==> config.mk <==
export PLATFORM = sky130hd
export DESIGN_NAME = hold_arb
export DESIGN_NICKNAME = d
export VERILOG_FILES = /design/src/rtl/hold_arb_pkg.sv /design/src/rtl/hold_arb_safe.sv /design/src/rtl/hold_arb_seq.sv /design/src/rtl/hold_arb_iso.sv /design/src/rtl/hold_arb.sv
export SDC_FILE = /design/constraint.sdc
export NUM_CORES = 1
export LEC_CHECK = 0
export ABC_AREA = 1
export BUFFER_PORTS_ARGS = -buffer_cell sky130_fd_sc_hd__buf_2
export CAP_MARGIN = 20
export CORE_AREA = 2 2 39 41
export DETAILED_ROUTE_END_ITERATION = 10
export DIE_AREA = 0 0 41 43
export SLEW_MARGIN = 25
export SYNTH_ARGS = -nofsm -noshare
export SYNTH_HDL_FRONTEND = slang
export SYNTH_HIERARCHICAL = 1
export SYNTH_SLANG_ARGS = --single-unit
==> constraint.sdc <==
create_clock -name clk -period 1.95 [get_ports clk]
set_input_delay 0.195 -clock clk [delete_from_list [all_inputs] [get_ports clk]]
set_output_delay 0.195 -clock clk [all_outputs]
set_load 0.02 [all_outputs]
==> src/rtl/hold_arb_pkg.sv <==
package hold_arb_pkg;

   // Arbiter sequence states
   typedef enum logic [2:0] {
      ARB_IDLE = 3'd0,   // CPU owns the bus
      ARB_OWN  = 3'd1,   // DMA owns the bus
      ARB_GAP  = 3'd2,   // acknowledge dropped, both sides off the bus
      ARB_BACK = 3'd3,   // CPU paths reconnected, still not ready
      ARB_RDY  = 3'd4    // ready restored, wait latch still set
   } arb_state_t;

   // T-state code width and values
   localparam int TS_W = 3;
   localparam logic [TS_W-1:0] TS_IDLE = 3'd0;
   localparam logic [TS_W-1:0] TS_T1   = 3'd1;
   localparam logic [TS_W-1:0] TS_T2   = 3'd2;
   localparam logic [TS_W-1:0] TS_T3   = 3'd3;
   localparam logic [TS_W-1:0] TS_T4   = 3'd4;
   localparam logic [TS_W-1:0] TS_TW   = 3'd5;

endpackage

==> src/rtl/hold_arb_safe.sv <==
// Safe-point decode with an optional request synchronizer.
module hold_arb_safe
   import hold_arb_pkg::*;
#(
   parameter int ST_W        = 3,
   parameter int SYNC_STAGES = 0
) (
   input  logic              clk,
   input  logic              rst,
   input  logic              hreq,
   input  logic [ST_W-1:0]   cpu_st,
   input  logic              cpu_lock_n,
   input  logic [TS_W-1:0]   tstate,
   output logic              hreq_q,
   output logic              safe_pt
);

   localparam logic [ST_W-1:0] ST_PASSIVE = {ST_W{1'b1}};

   if (ST_W < 1) begin : g_bad_st
      $error("hold_arb_safe: ST_W must be at least 1");
   end
   if (SYNC_STAGES < 0 || SYNC_STAGES > 4) begin : g_bad_sync
      $error("hold_arb_safe: SYNC_STAGES must be 0 to 4");
   end

   logic st_passive;
   logic at_last_t;

   assign st_passive = (cpu_st == ST_PASSIVE);
   assign at_last_t  = (tstate == TS_T4);
   // the lock line vetoes every grant, passive or not
   assign safe_pt    = cpu_lock_n & (st_passive | at_last_t);

   if (SYNC_STAGES == 0) begin : g_direct
      logic unused_sync;
      assign unused_sync = &{1'b0, clk, rst};
      assign hreq_q = hreq;
   end else begin : g_sync
      logic [SYNC_STAGES-1:0] sync_r;
      always_ff @(posedge clk) begin
         if (rst) sync_r <= '0;
         else     sync_r <= {sync_r[SYNC_STAGES-1:0] , hreq} >> 0;
      end
      assign hreq_q = sync_r[SYNC_STAGES-1];
   end

endmodule

==> src/rtl/hold_arb_seq.sv <==
// Grant / hand-back sequencer.
module hold_arb_seq
   import hold_arb_pkg::*;
#(
   parameter int RELEASE_GAP = 1
) (
   input  logic clk,
   input  logic rst,
   input  logic hreq,
   input  logic safe_pt,
   output logic hlda,
   output logic cpu_side,
   output logic rdy_en,
   output logic wait_hold,
   output logic cyc_restart
);

   localparam int GW = (RELEASE_GAP < 2) ? 1 : $clog2(RELEASE_GAP);
   localparam logic [GW-1:0] GAP_LOAD = GW'(RELEASE_GAP - 1);

   if (RELEASE_GAP < 1) begin : g_bad_gap
      $error("hold_arb_seq: RELEASE_GAP must be at least 1");
   end

   arb_state_t state_r, state_n;
   logic [GW-1:0] gap_r, gap_n;
   logic restart_r;

   always_comb begin
      state_n = state_r;
      gap_n   = gap_r;
      unique case (state_r)
         ARB_IDLE: if (hreq && safe_pt) state_n = ARB_OWN;
         ARB_OWN: begin
            if (!hreq) begin
               state_n = ARB_GAP;
               gap_n   = GAP_LOAD;
            end
         end
         ARB_GAP: begin
            if (gap_r == '0) state_n = ARB_BACK;
            else             gap_n   = gap_r - 1'b1;
         end
         ARB_BACK: state_n = ARB_RDY;
         ARB_RDY:  state_n = ARB_IDLE;
         default:  state_n = ARB_IDLE;
      endcase
   end

   always_ff @(posedge clk) begin
      if (rst) begin
         state_r   <= ARB_IDLE;
         gap_r     <= '0;
         restart_r <= 1'b0;
      end else begin
         state_r   <= state_n;
         gap_r     <= gap_n;
         restart_r <= (state_r == ARB_RDY);
      end
   end

   assign hlda        = (state_r == ARB_OWN);
   assign cpu_side    = (state_r == ARB_IDLE) || (state_r == ARB_BACK) ||
                        (state_r == ARB_RDY);
   assign rdy_en      = (state_r == ARB_IDLE) || (state_r == ARB_RDY);
   assign wait_hold   = (state_r != ARB_IDLE);
   assign cyc_restart = restart_r;

   AST_HLDA_FALLS: assert property (@(posedge clk) disable iff (rst)
      (hlda && !hreq) |=> !hlda);
   AST_HLDA_KEEPS: assert property (@(posedge clk) disable iff (rst)
      (hlda && hreq) |=> hlda);
   AST_READY_AFTER_BUS: assert property (@(posedge clk) disable iff (rst)
      $rose(rdy_en) |-> $past(cpu_side));
   AST_WAIT_AFTER_READY: assert property (@(posedge clk) disable iff (rst)
      $fell(wait_hold) |-> $past(rdy_en));
   AST_RESTART_PULSE: assert property (@(posedge clk) disable iff (rst)
      cyc_restart |=> !cyc_restart);

endmodule

==> src/rtl/hold_arb_iso.sv <==
// Per-path CPU bus isolation enables.
module hold_arb_iso #(
   parameter int N_PATHS = 3
) (
   input  logic               clk,
   input  logic               rst,
   input  logic               cpu_side,
   input  logic               hlda,
   output logic [N_PATHS-1:0] path_en
);

   if (N_PATHS < 1 || N_PATHS > 16) begin : g_bad_paths
      $error("hold_arb_iso: N_PATHS must be 1 to 16");
   end

   for (genvar i = 0; i < N_PATHS; i++) begin : g_path
      // a path may connect only while the acknowledge is low
      assign path_en[i] = cpu_side & ~hlda;
   end

   AST_NO_OVERLAP: assert property (@(posedge clk) disable iff (rst)
      hlda |-> (path_en == '0));
   AST_RECONNECT_AFTER_DROP: assert property (@(posedge clk) disable iff (rst)
      $rose(path_en[0]) |-> $past(!hlda));

endmodule

==> src/rtl/hold_arb.sv <==
module hold_arb
   import hold_arb_pkg::*;
#(
   parameter int ST_W        = 3,
   parameter int N_PATHS     = 3,
   parameter int RELEASE_GAP = 1,
   parameter int SYNC_STAGES = 0
) (
   input  logic               clk,
   input  logic               rst,
   input  logic               hreq,
   input  logic [ST_W-1:0]    cpu_st,
   input  logic               cpu_lock_n,
   input  logic [2:0]         tstate,
   output logic               hlda,
   output logic [N_PATHS-1:0] cpu_path_en,
   output logic               rdy_en,
   output logic               wait_hold,
   output logic               cyc_restart
);

   logic hreq_q;
   logic safe_pt;
   logic cpu_side;

   hold_arb_safe #(.ST_W(ST_W), .SYNC_STAGES(SYNC_STAGES)) i_safe (
      .clk        (clk),
      .rst        (rst),
      .hreq       (hreq),
      .cpu_st     (cpu_st),
      .cpu_lock_n (cpu_lock_n),
      .tstate     (tstate),
      .hreq_q     (hreq_q),
      .safe_pt    (safe_pt)
   );

   hold_arb_seq #(.RELEASE_GAP(RELEASE_GAP)) i_seq (
      .clk         (clk),
      .rst         (rst),
      .hreq        (hreq_q),
      .safe_pt     (safe_pt),
      .hlda        (hlda),
      .cpu_side    (cpu_side),
      .rdy_en      (rdy_en),
      .wait_hold   (wait_hold),
      .cyc_restart (cyc_restart)
   );

   hold_arb_iso #(.N_PATHS(N_PATHS)) i_iso (
      .clk      (clk),
      .rst      (rst),
      .cpu_side (cpu_side),
      .hlda     (hlda),
      .path_en  (cpu_path_en)
   );

   AST_GRANT_POINT: assert property (@(posedge clk) disable iff (rst)
      $rose(hlda) |-> $past(tstate == TS_T4 || cpu_st == {ST_W{1'b1}}));
   AST_GRANT_UNLOCKED: assert property (@(posedge clk) disable iff (rst)
      $rose(hlda) |-> $past(cpu_lock_n));
   AST_GRANT_FREEZE: assert property (@(posedge clk) disable iff (rst)
      $rose(hlda) |-> (!rdy_en && wait_hold));
   AST_NO_EARLY_REGRANT: assert property (@(posedge clk) disable iff (rst)
      $rose(hlda) |-> $past(!wait_hold));

endmodule

# Word-level counts from Yosys, hierarchy flattened

Index checks and enable logic that the tools add are counted.

Register bits after elaboration: 5
Input port bits: 10
Output and inout bits: 7
Word-level logic and storage cells: 33

Add/subtract/negate cells: 1
Equality and inequality tests: 9
Multiplexer cells: 7
Bitwise logic cells: 4
Reductions and logical operators: 9

Operators by type and width:

| cell                                                             | count |
|---|---|
| 3-bit one-hot mux with 4 select lines                            | 1 |
| 3-bit == test (second input constant)                            | 3 |
| 3-bit two-way mux                                                | 3 |
| 3-bit by 2-bit == test with 1-bit output (second input constant) | 2 |
| 2-bit != test (second input constant)                            | 2 |
| 3-bit by 1-bit == test with 1-bit output (second input constant) | 1 |
| 3-bit logical NOT                                                | 1 |
| 1-bit logical OR                                                 | 3 |
| 3-bit AND reduction                                              | 1 |
| 3-bit nonzero test                                               | 1 |
| 1-bit AND                                                        | 2 |
| 1-bit two-way mux                                                | 2 |
| 2-bit by 1-bit != test with 1-bit output (second input constant) | 1 |
| 1-bit one-hot mux with 2 select lines                            | 1 |
| 2-bit AND reduction                                              | 1 |
| 2-bit nonzero test                                               | 1 |
| 1-bit logical AND                                                | 1 |
| 1-bit inverter                                                   | 1 |
| 1-bit bitwise OR                                                 | 1 |
| 1-bit subtractor (second input constant)                         | 1 |

# Depth between registers and ports, before layout

Gate-level depths: netlist of the first run.

Depth after elaboration: 6
Gate-level depth with buffers: 7
Mapped depth without buffers: 7

# Modules after synthesis

Netlist of the first run, hierarchy kept.

Modules (own cells, without submodules):

| module        | instances | cells an instance | area an instance (µm²) | seq. area each (µm²) |
|---|---|---|---|---|
| hold_arb_seq  | 1         | 27                | 183.9                  | 80.1 |
| hold_arb_safe | 1         | 6                 | 32.5                   | 0.0 |
| hold_arb_iso  | 1         | 4                 | 25.0                   | 0.0 |

# Worst setup path after synthesis of the first run

Ideal clock, no wire load.

Path type: flip-flop to output port
Start point: register i_seq.state_r[0]
End point: output cpu_path_en[1]
Arrival: 1.143 ns
Required time: 1.755 ns
Path slack: 0.612 ns
Cell stages (with the launch flop): 7
Buffers on the path: 1
Path through: dfxtp_1 > nor2_4 > inv_1 > nand2_1 > inv_1 > nor2_2 > buf_4

Cells in the longest elaborated chain, start to end: 4
Elaborated cells between the ends (all ways): 8
Those cells by class: eq/ne (3); bitwise (2); reduce/logical (3)

Ends and longest elaborated chain:

| what                                                                          | line               | source |
|---|---|---|
| start, declared                                                               | hold_arb_seq.sv:25 | `arb_state_t state_r, state_n;` |
| start signal, assigned                                                        | hold_arb_seq.sv:56 | `state_r <= state_n;` |
| 3-bit by 2-bit == test with 1-bit output or 3-bit logical NOT (tied branches) | hold_arb_seq.sv:63 | `assign cpu_side = (state_r == ARB_IDLE) \|\| (state_r == ARB_BACK) \|\|` |
| 1-bit logical OR                                                              | hold_arb_seq.sv:63 |  |
| 1-bit logical OR *                                                            | hold_arb_seq.sv:63 |  |
| via cpu_side                                                                  | hold_arb.sv:24     | `logic cpu_side;` |
| 1-bit AND *                                                                   | --                 |  |
| end, declared                                                                 | hold_arb.sv:16     | `output logic [N_PATHS-1:0] cpu_path_en,` |

Mark *: on every way through the listed nets, which the timed path passes. The rest lies on a longest branch.

# Worst setup path after layout of the first run

Start point: register i_seq.state_r[2]
End point: output cpu_path_en[2]

Cells in the longest elaborated chain, start to end: 4
Elaborated cells between the ends (all ways): 8
Those cells by class: eq/ne (3); bitwise (2); reduce/logical (3)

Ends and longest elaborated chain:

| what                                                                          | line               | source |
|---|---|---|
| 3-bit by 2-bit == test with 1-bit output or 3-bit logical NOT (tied branches) | hold_arb_seq.sv:63 |  |
| 1-bit logical OR                                                              | hold_arb_seq.sv:63 |  |
| 1-bit logical OR *                                                            | hold_arb_seq.sv:63 |  |
| via cpu_side                                                                  | hold_arb.sv:24     |  |
| 1-bit AND *                                                                   | hold_arb_iso.sv:18 | `assign path_en[i] = cpu_side & ~hlda;` |

Marks and branches as above.

==> results of run 1 <==
-- worst max-delay path: stages (launching register included) --
cell and delay (ns):
dfxtp_1 0.31, inv_1 0.14, nand3_1 0.11, nand2_1 0.08, inv_1 0.04, nor2_2 0.09
buf_2 0.17
-- worst max-delay path by stage --
stage,slack [ns],startpoint,end
2_1_floorplan,0.61,i_seq/state_r[0],cpu_path_en[1]
3_3_place_gp,0.84,i_seq/state_r[0],cpu_path_en[2]
3_5_place_dp,0.81,i_seq/state_r[0],cpu_path_en[2]
4_1_cts,0.56,i_seq/state_r[2],cpu_path_en[2]
5_1_grt,0.46,i_seq/state_r[0],cpu_path_en[0]
6_report,0.58,i_seq/state_r[2],cpu_path_en[2]
-- final cells by class --
type,instances,area [um^2],area share (%)
clock buffers,3,22.5,6.59
well taps,16,20.0,5.86
repair buffers,16,80.1,23.4
inverters,8,30.0,8.79
flip-flops and latches,4,80.1,23.4
multi-input cells,22,109,31.9
-- flip-flops by register name (all words and copies together) (netlist names) --
signal             count
i_seq/cyc_restart      1
i_seq/state_r          3
-- synthesized netlist by cell type --
library cell  number  area share, %
inv_1              8             12
nand2_1            7             11
nand3_1            5             10
dfxtp_1            4             33
nor2_1             4            6.2
buf_4              3            9.3
a21oi_1            1            2.1
a21oi_2            1            3.6
nand4_1            1            2.6
nor2_2             1            2.6
nor2_4             1            4.7
nor3_1             1            2.1
-- power groups by stage --
stage	combinational (uW)	clock, uW	sequential, uW
floorplan	30.5	0	86.0
global placement	42.1	0	86.3
detailed placement	42.5	0	86.3
CTS	42.5	106	85.0
global route	47.0	114	85.1
finish	41.7	99.5	85.0
-- placed cells by master, fill, tap and decap left out --
cell      Yosys  final
a21oi_1       1      1
a21oi_2       1      1
buf_2         0     16
clkbuf_4      0      3
dfxtp_1       4      4
inv_1         8      8
nand2_1       7      7
nand3_1       5      5
nand4_1       1      1
nor2_1        4      4
nor2_2        1      1
nor2_4        1      1
nor3_1        1      1
-- stage by stage --
step / cells / setup slack (ns)
after global placement: 66 / 0.837
after global routing: 69 / 0.456
after detailed placement: 66 / 0.808
after floorplan: 37 / 0.612
after CTS: 69 / 0.558
final: 69 / 0.585
-- layer usage --
| metal | vias up | track usage, % | part of all wire, % |
|---|---|---|---|
| met5 | - | 0 | 0 |
| met4 | 0 | 2.00 | 0 |
| met3 | 0 | 4.71 | 7.4 |
| met2 | 9 | 10.3 | 49 |
| met1 | 120 | 6.73 | 44 |
| li1 | 144 | - | - |
-- kinds of logic (layout without fill, tap and decap cells) --
family,count (synthesis),count (layout)
simple gates,20,20
buf+inv,11,27
flops,4,4
compound gates,2,2
==> results.py, run 1 <==
metrics = {
    "floorplanning": {
        "rows": 14,
        "die_h_um": 43,
        "core_area_um2": 1380,
        "die_area_um2": 1760,
        "ios": 17,
        "start_util_pct": 17.5,
        "die_x_um": 41,
    },
    "sta": {
        "worst_pin_slew_ns": 0.218,
        "hold_viol": 0,
        "hold_ws_ns": 0.171,
        "rsz0062_at_grt": "no",
        "max_freq_mhz": 733,
        "setup_tns_ns": 0,
        "setup_violations": 0,
        "slew_viol_final": 0,
        "fin_worst_skew_ns": 0.00224,
        "fin_crit_sh_pct": 70.0,
        "post-route-min-period_ns": 1.37,
        "slew-limit-headroom_pct": 85.4,
    },
    "global_route": {
        "grt_pass1_wl_um": 779,
        "grt_max_degree": 7,
        "antenna_found_initial": 0,
        "grt_pass1_vias": 230,
        "grt_overflow": 0,
        "track_usage_pct": 6.62,
    },
    "route": {
        "drc": 0,
        "vias": 273,
        "ant_nets": 0,
        "drtPass1Iterations": 2,
        "wl_um": 488,
        "drt_iter0_drc": 3,
        "wl_per_cell_um": 7.07,
        "via_per_inst": 3.96,
    },
    "power": {
        "powerDensity_nw_per_um2": 662,
        "power_uw": 226,
        "p_seq_share_pct": 37.6,
        "leakagePower_uw": 0.000204,
        "p_sw_uw": 56.9,
        "clkPwrFrac_pct": 44.0,
        "p_comb_share_pct": 18.4,
        "switching_share_pct": 25.1,
        "vdd_ir_drop_max_uv": 270,
        "internal_power_uw": 169,
    },
    "synth": {
        "synth_compound_area_share_pct": 5.70,
        "yosysUniqueCellTypes": 12,
        "syn_nets": 47,
        "yosysWarningCount": 6,
        "synth_xor_area_share_pct": 0,
        "yosysSeqAreaShare_pct": 33.2,
        "yosys_register_bits": 4,
        "synthAdderAreaFrac_pct": 0,
        "synth-simple-area-share_pct": 39.4,
        "synthCells": 37,
        "avgSynthCellArea_um2": 6.53,
        "synthesis.area_um2": 241,
        "synthMuxAreaShare_pct": 0,
        "synth_top_family_by_area": "simple AND/OR/NAND/NOR gates",
    },
    "clock_network": {
        "cts_setup_buffers": 0,
        "cts_max_path_buffers": 2,
        "worstSkewPairLatency_ns": 0.23,
        "cts_resized": 0,
        "ctsRootBufferMaster": "clkbuf_4",
        "clkTransAtPathRegs_ns": 0.04,
        "cts_sinks": 4,
        "cts_tree": "yes",
        "ctsHoldBuffers": 0,
        "cts_made_buffers": 3,
        "htreeDepth": 1,
    },
    "cells_and_area": {
        "nets": 65,
        "fin_util_pct": 24.7,
        "nFillCells": 163,
        "area_delta_synth_final_pct": 41.5,
        "drive_gt1_share_pct": 41.5,
        "design_area_um2": 342,
        "n_antenna_cell": 0,
    },
    "hold_path": {
        "hold_start": "rst",
        "min_to": "i_seq/state_r[1]",
        "hold_path_class": "in -> reg",
        "whs_path_depth": 2,
    },
    "placement": {
        "dp_hpwl_um": 439,
        "portBuffers": 16,
        "gp_congestion": 0.712,
        "place_area_um2": 319,
    },
    "setup_path": {
        "start_kind": "register",
        "cp.required_ns": 1.75,
        "worstPathArrival_ns": 1.17,
        "r2r_slack_ns": 1.10,
        "r2r-start": "i_seq/state_r[1]",
        "endpoint_kind": "output port",
        "r2r_end": "i_seq/state_r[1]",
        "worstPathMaxFanout": 6,
        "ff2ff_path_depth": 5,
        "criticalPathCategory": "reg -> out",
    },
    "outcome": {
        "status": "completed",
    },
    "run": {
        "maxCapViolCount": 0,
    },
}
Note: power is estimated with default switching activity, not from simulation.
==> run 2: changes to the inputs <==
==> constraint.sdc (replaced) <==
create_clock -name clk -period 1.4 [get_ports clk]
set_input_delay 0.14 -clock clk [delete_from_list [all_inputs] [get_ports clk]]
set_output_delay 0.14 -clock clk [all_outputs]
set_load 0.02 [all_outputs]
==> run 2 against run 1 <==
  * Wire length fell by 3.9%
  * Highest routed layer unchanged
  * Combinational power is 49% higher
  * Die area unchanged
  * Largest power group unchanged
  * Global-route usage is 0.30 points higher
  * Largest cell class unchanged
  * Sequential power is 39% higher
  * Total power increased by 41%
==> results.py, run 2 (synthesis gave the netlist of run 1 again) <==
metrics = {
    "floorplanning": {
        "core_area_um2": 1380,
        "ios": 17,
        "die_x_um": 41,
        "rows": 14,
        "die_area_um2": 1760,
        "start_util_pct": 17.5,
        "die_h_um": 43,
    },
    "setup_path": {
        "path_cells": "nand3_1 > nand2_1 > inv_1 > nor2_2 > buf_4",
        "start_kind": "register",
        "r2r_slack_ns": 0.56,
        "worstPathMaxFanout": 5,
        "crit_path_max_incr_delay_ns": 0.42,
        "path_buf_inv": 2,
        "critical_path_cell_count": 5,
        "cp.required_ns": 1.26,
        "endpoint_kind": "output port",
        "r2r-start": "i_seq/state_r[0]",
        "cp_slowest_cell": "dfxtp_1",
        "worstPathArrival_ns": 1.16,
        "criticalPathCategory": "reg -> out",
        "cp_top_family": "flip-flops",
        "ff2ff_path_depth": 4,
        "r2r_end": "i_seq/state_r[1]",
    },
    "power": {
        "vdd_ir_drop_max_uv": 288,
        "powerDensity_nw_per_um2": 911,
        "leakagePower_uw": 0.000210,
    },
    "clock_network": {
        "cts_sinks": 4,
        "clkTransAtPathRegs_ns": 0.03,
        "cts_made_buffers": 3,
        "cts_resized": 0,
        "worstSkewPairLatency_ns": 0.23,
        "cts_setup_buffers": 0,
        "ctsRootBufferMaster": "clkbuf_4",
        "ctsHoldBuffers": 0,
        "cts_max_path_buffers": 2,
        "htreeDepth": 1,
        "cts_tree": "yes",
    },
    "placement": {
        "dp_hpwl_um": 419,
        "dp.cells": 66,
        "portBuffers": 16,
        "gp_congestion": 0.699,
    },
    "hold_path": {
        "hold_start": "rst",
        "min_to": "i_seq/state_r[1]",
        "whs_path_depth": 2,
        "hold_path_class": "in -> reg",
    },
    "cells_and_area": {
        "nFillCells": 164,
        "nets": 65,
        "drive_gt1_share_pct": 45.3,
        "top_register": "i_seq/state_r",
        "area_delta_synth_final_pct": 45.1,
        "final_cell_mix": "buf_2, inv_1, nand2_1",
        "n_antenna_cell": 0,
        "largest_reg_flops": 3,
        "instances_no_fill": 69,
        "layout_commonest_cell": "buf_2",
    },
    "route": {
        "drt_iter0_drc": 3,
        "via_per_inst": 3.87,
        "drtPass1Iterations": 2,
        "vias": 267,
        "wl_um": 469,
        "ant_nets": 0,
        "drc": 0,
        "wl_per_cell_um": 6.80,
    },
    "global_route": {
        "track_usage_pct": 6.92,
        "busiest_layer": "met2",
        "grt_pass1_wl_um": 765,
        "grtUsageMet1_pct": 6.73,
        "met2_usage_pct": 9.38,
        "grt_overflow": 0,
        "antenna_found_initial": 0,
        "grtUsageMet3_pct": 6.28,
        "grt_pass1_vias": 214,
        "grt_max_degree": 7,
    },
    "sta": {
        "fin_crit_sh_pct": 92.7,
        "slew-limit-headroom_pct": 85.7,
        "setup_tns_ns": 0,
        "worst_pin_slew_ns": 0.214,
        "post-route-min-period_ns": 1.30,
        "setup_violations": 0,
        "slew_viol_final": 0,
        "max_freq_mhz": 771,
        "fin_worst_skew_ns": 0.00385,
        "hold_viol": 0,
    },
    "run": {
        "maxCapViolCount": 0,
    },
    "outcome": {
        "status": "completed",
    },
}
[run 2: changes by cell type in the layout (fill, tap and decap cells not counted)]
cell and change:
inv_2 +1, dfxtp_1 -1, inv_1 -1, buf_2 -3, dfxtp_2 +1, buf_4 +3
[run 2: how the worst max path moves through the flow]
stage                                start             end
after floorplan           i_seq/state_r[0]  cpu_path_en[1]
after global placement    i_seq/state_r[0]  cpu_path_en[2]
after detailed placement  i_seq/state_r[1]  cpu_path_en[2]
after CTS                 i_seq/state_r[2]  cpu_path_en[2]
after global routing      i_seq/state_r[0]  cpu_path_en[0]
final                     i_seq/state_r[0]  cpu_path_en[2]
[run 2: final cells by class]
class                           count  area [um^2]  area share, %
Inverter                            8         30.0           8.57
Sequential cell                     4         81.3           23.2
Timing Repair Buffer               16         87.6           25.0
Clock buffer                        3         22.5           6.43
Tap cell                           16         20.0           5.71
Multi-Input combinational cell     22          109           31.1
[run 2: report_power, final]
group          internal [uW]  switching (uW)  total [uW]  leakage (uW)
clock                   95.6            43.0         139     0.0000138
sequential               116            2.31         118     0.0000328
combinational           27.8            34.3        62.1      0.000163
[run 2: metrics by stage]
stage / setup WS (ns) / total power [uW] / utilization (%) / cell area, um^2 / hold WS [ns]
after detailed placement: 0.330 / 179 / 23.1 / 319 / 0.352
final: 0.102 / 319 / 25.3 / 350 / 0.107
after global routing: -0.00915 / 342 / 25.3 / 350 / 0.119
after global placement: 0.341 / 179 / 23.1 / 319 / 0.356
after CTS: 0.0772 / 325 / 24.7 / 342 / 0.107
after floorplan: 0.117 / 162 / - / 241 / 0.212
[run 2: routing by layer]
metal | wire (um) | up-vias
li1 | - | 144
met1 | 184 | 112
met2 | 241 | 11
met3 | 43 | 0
met4 | 0 | 0
met5 | 0 | -
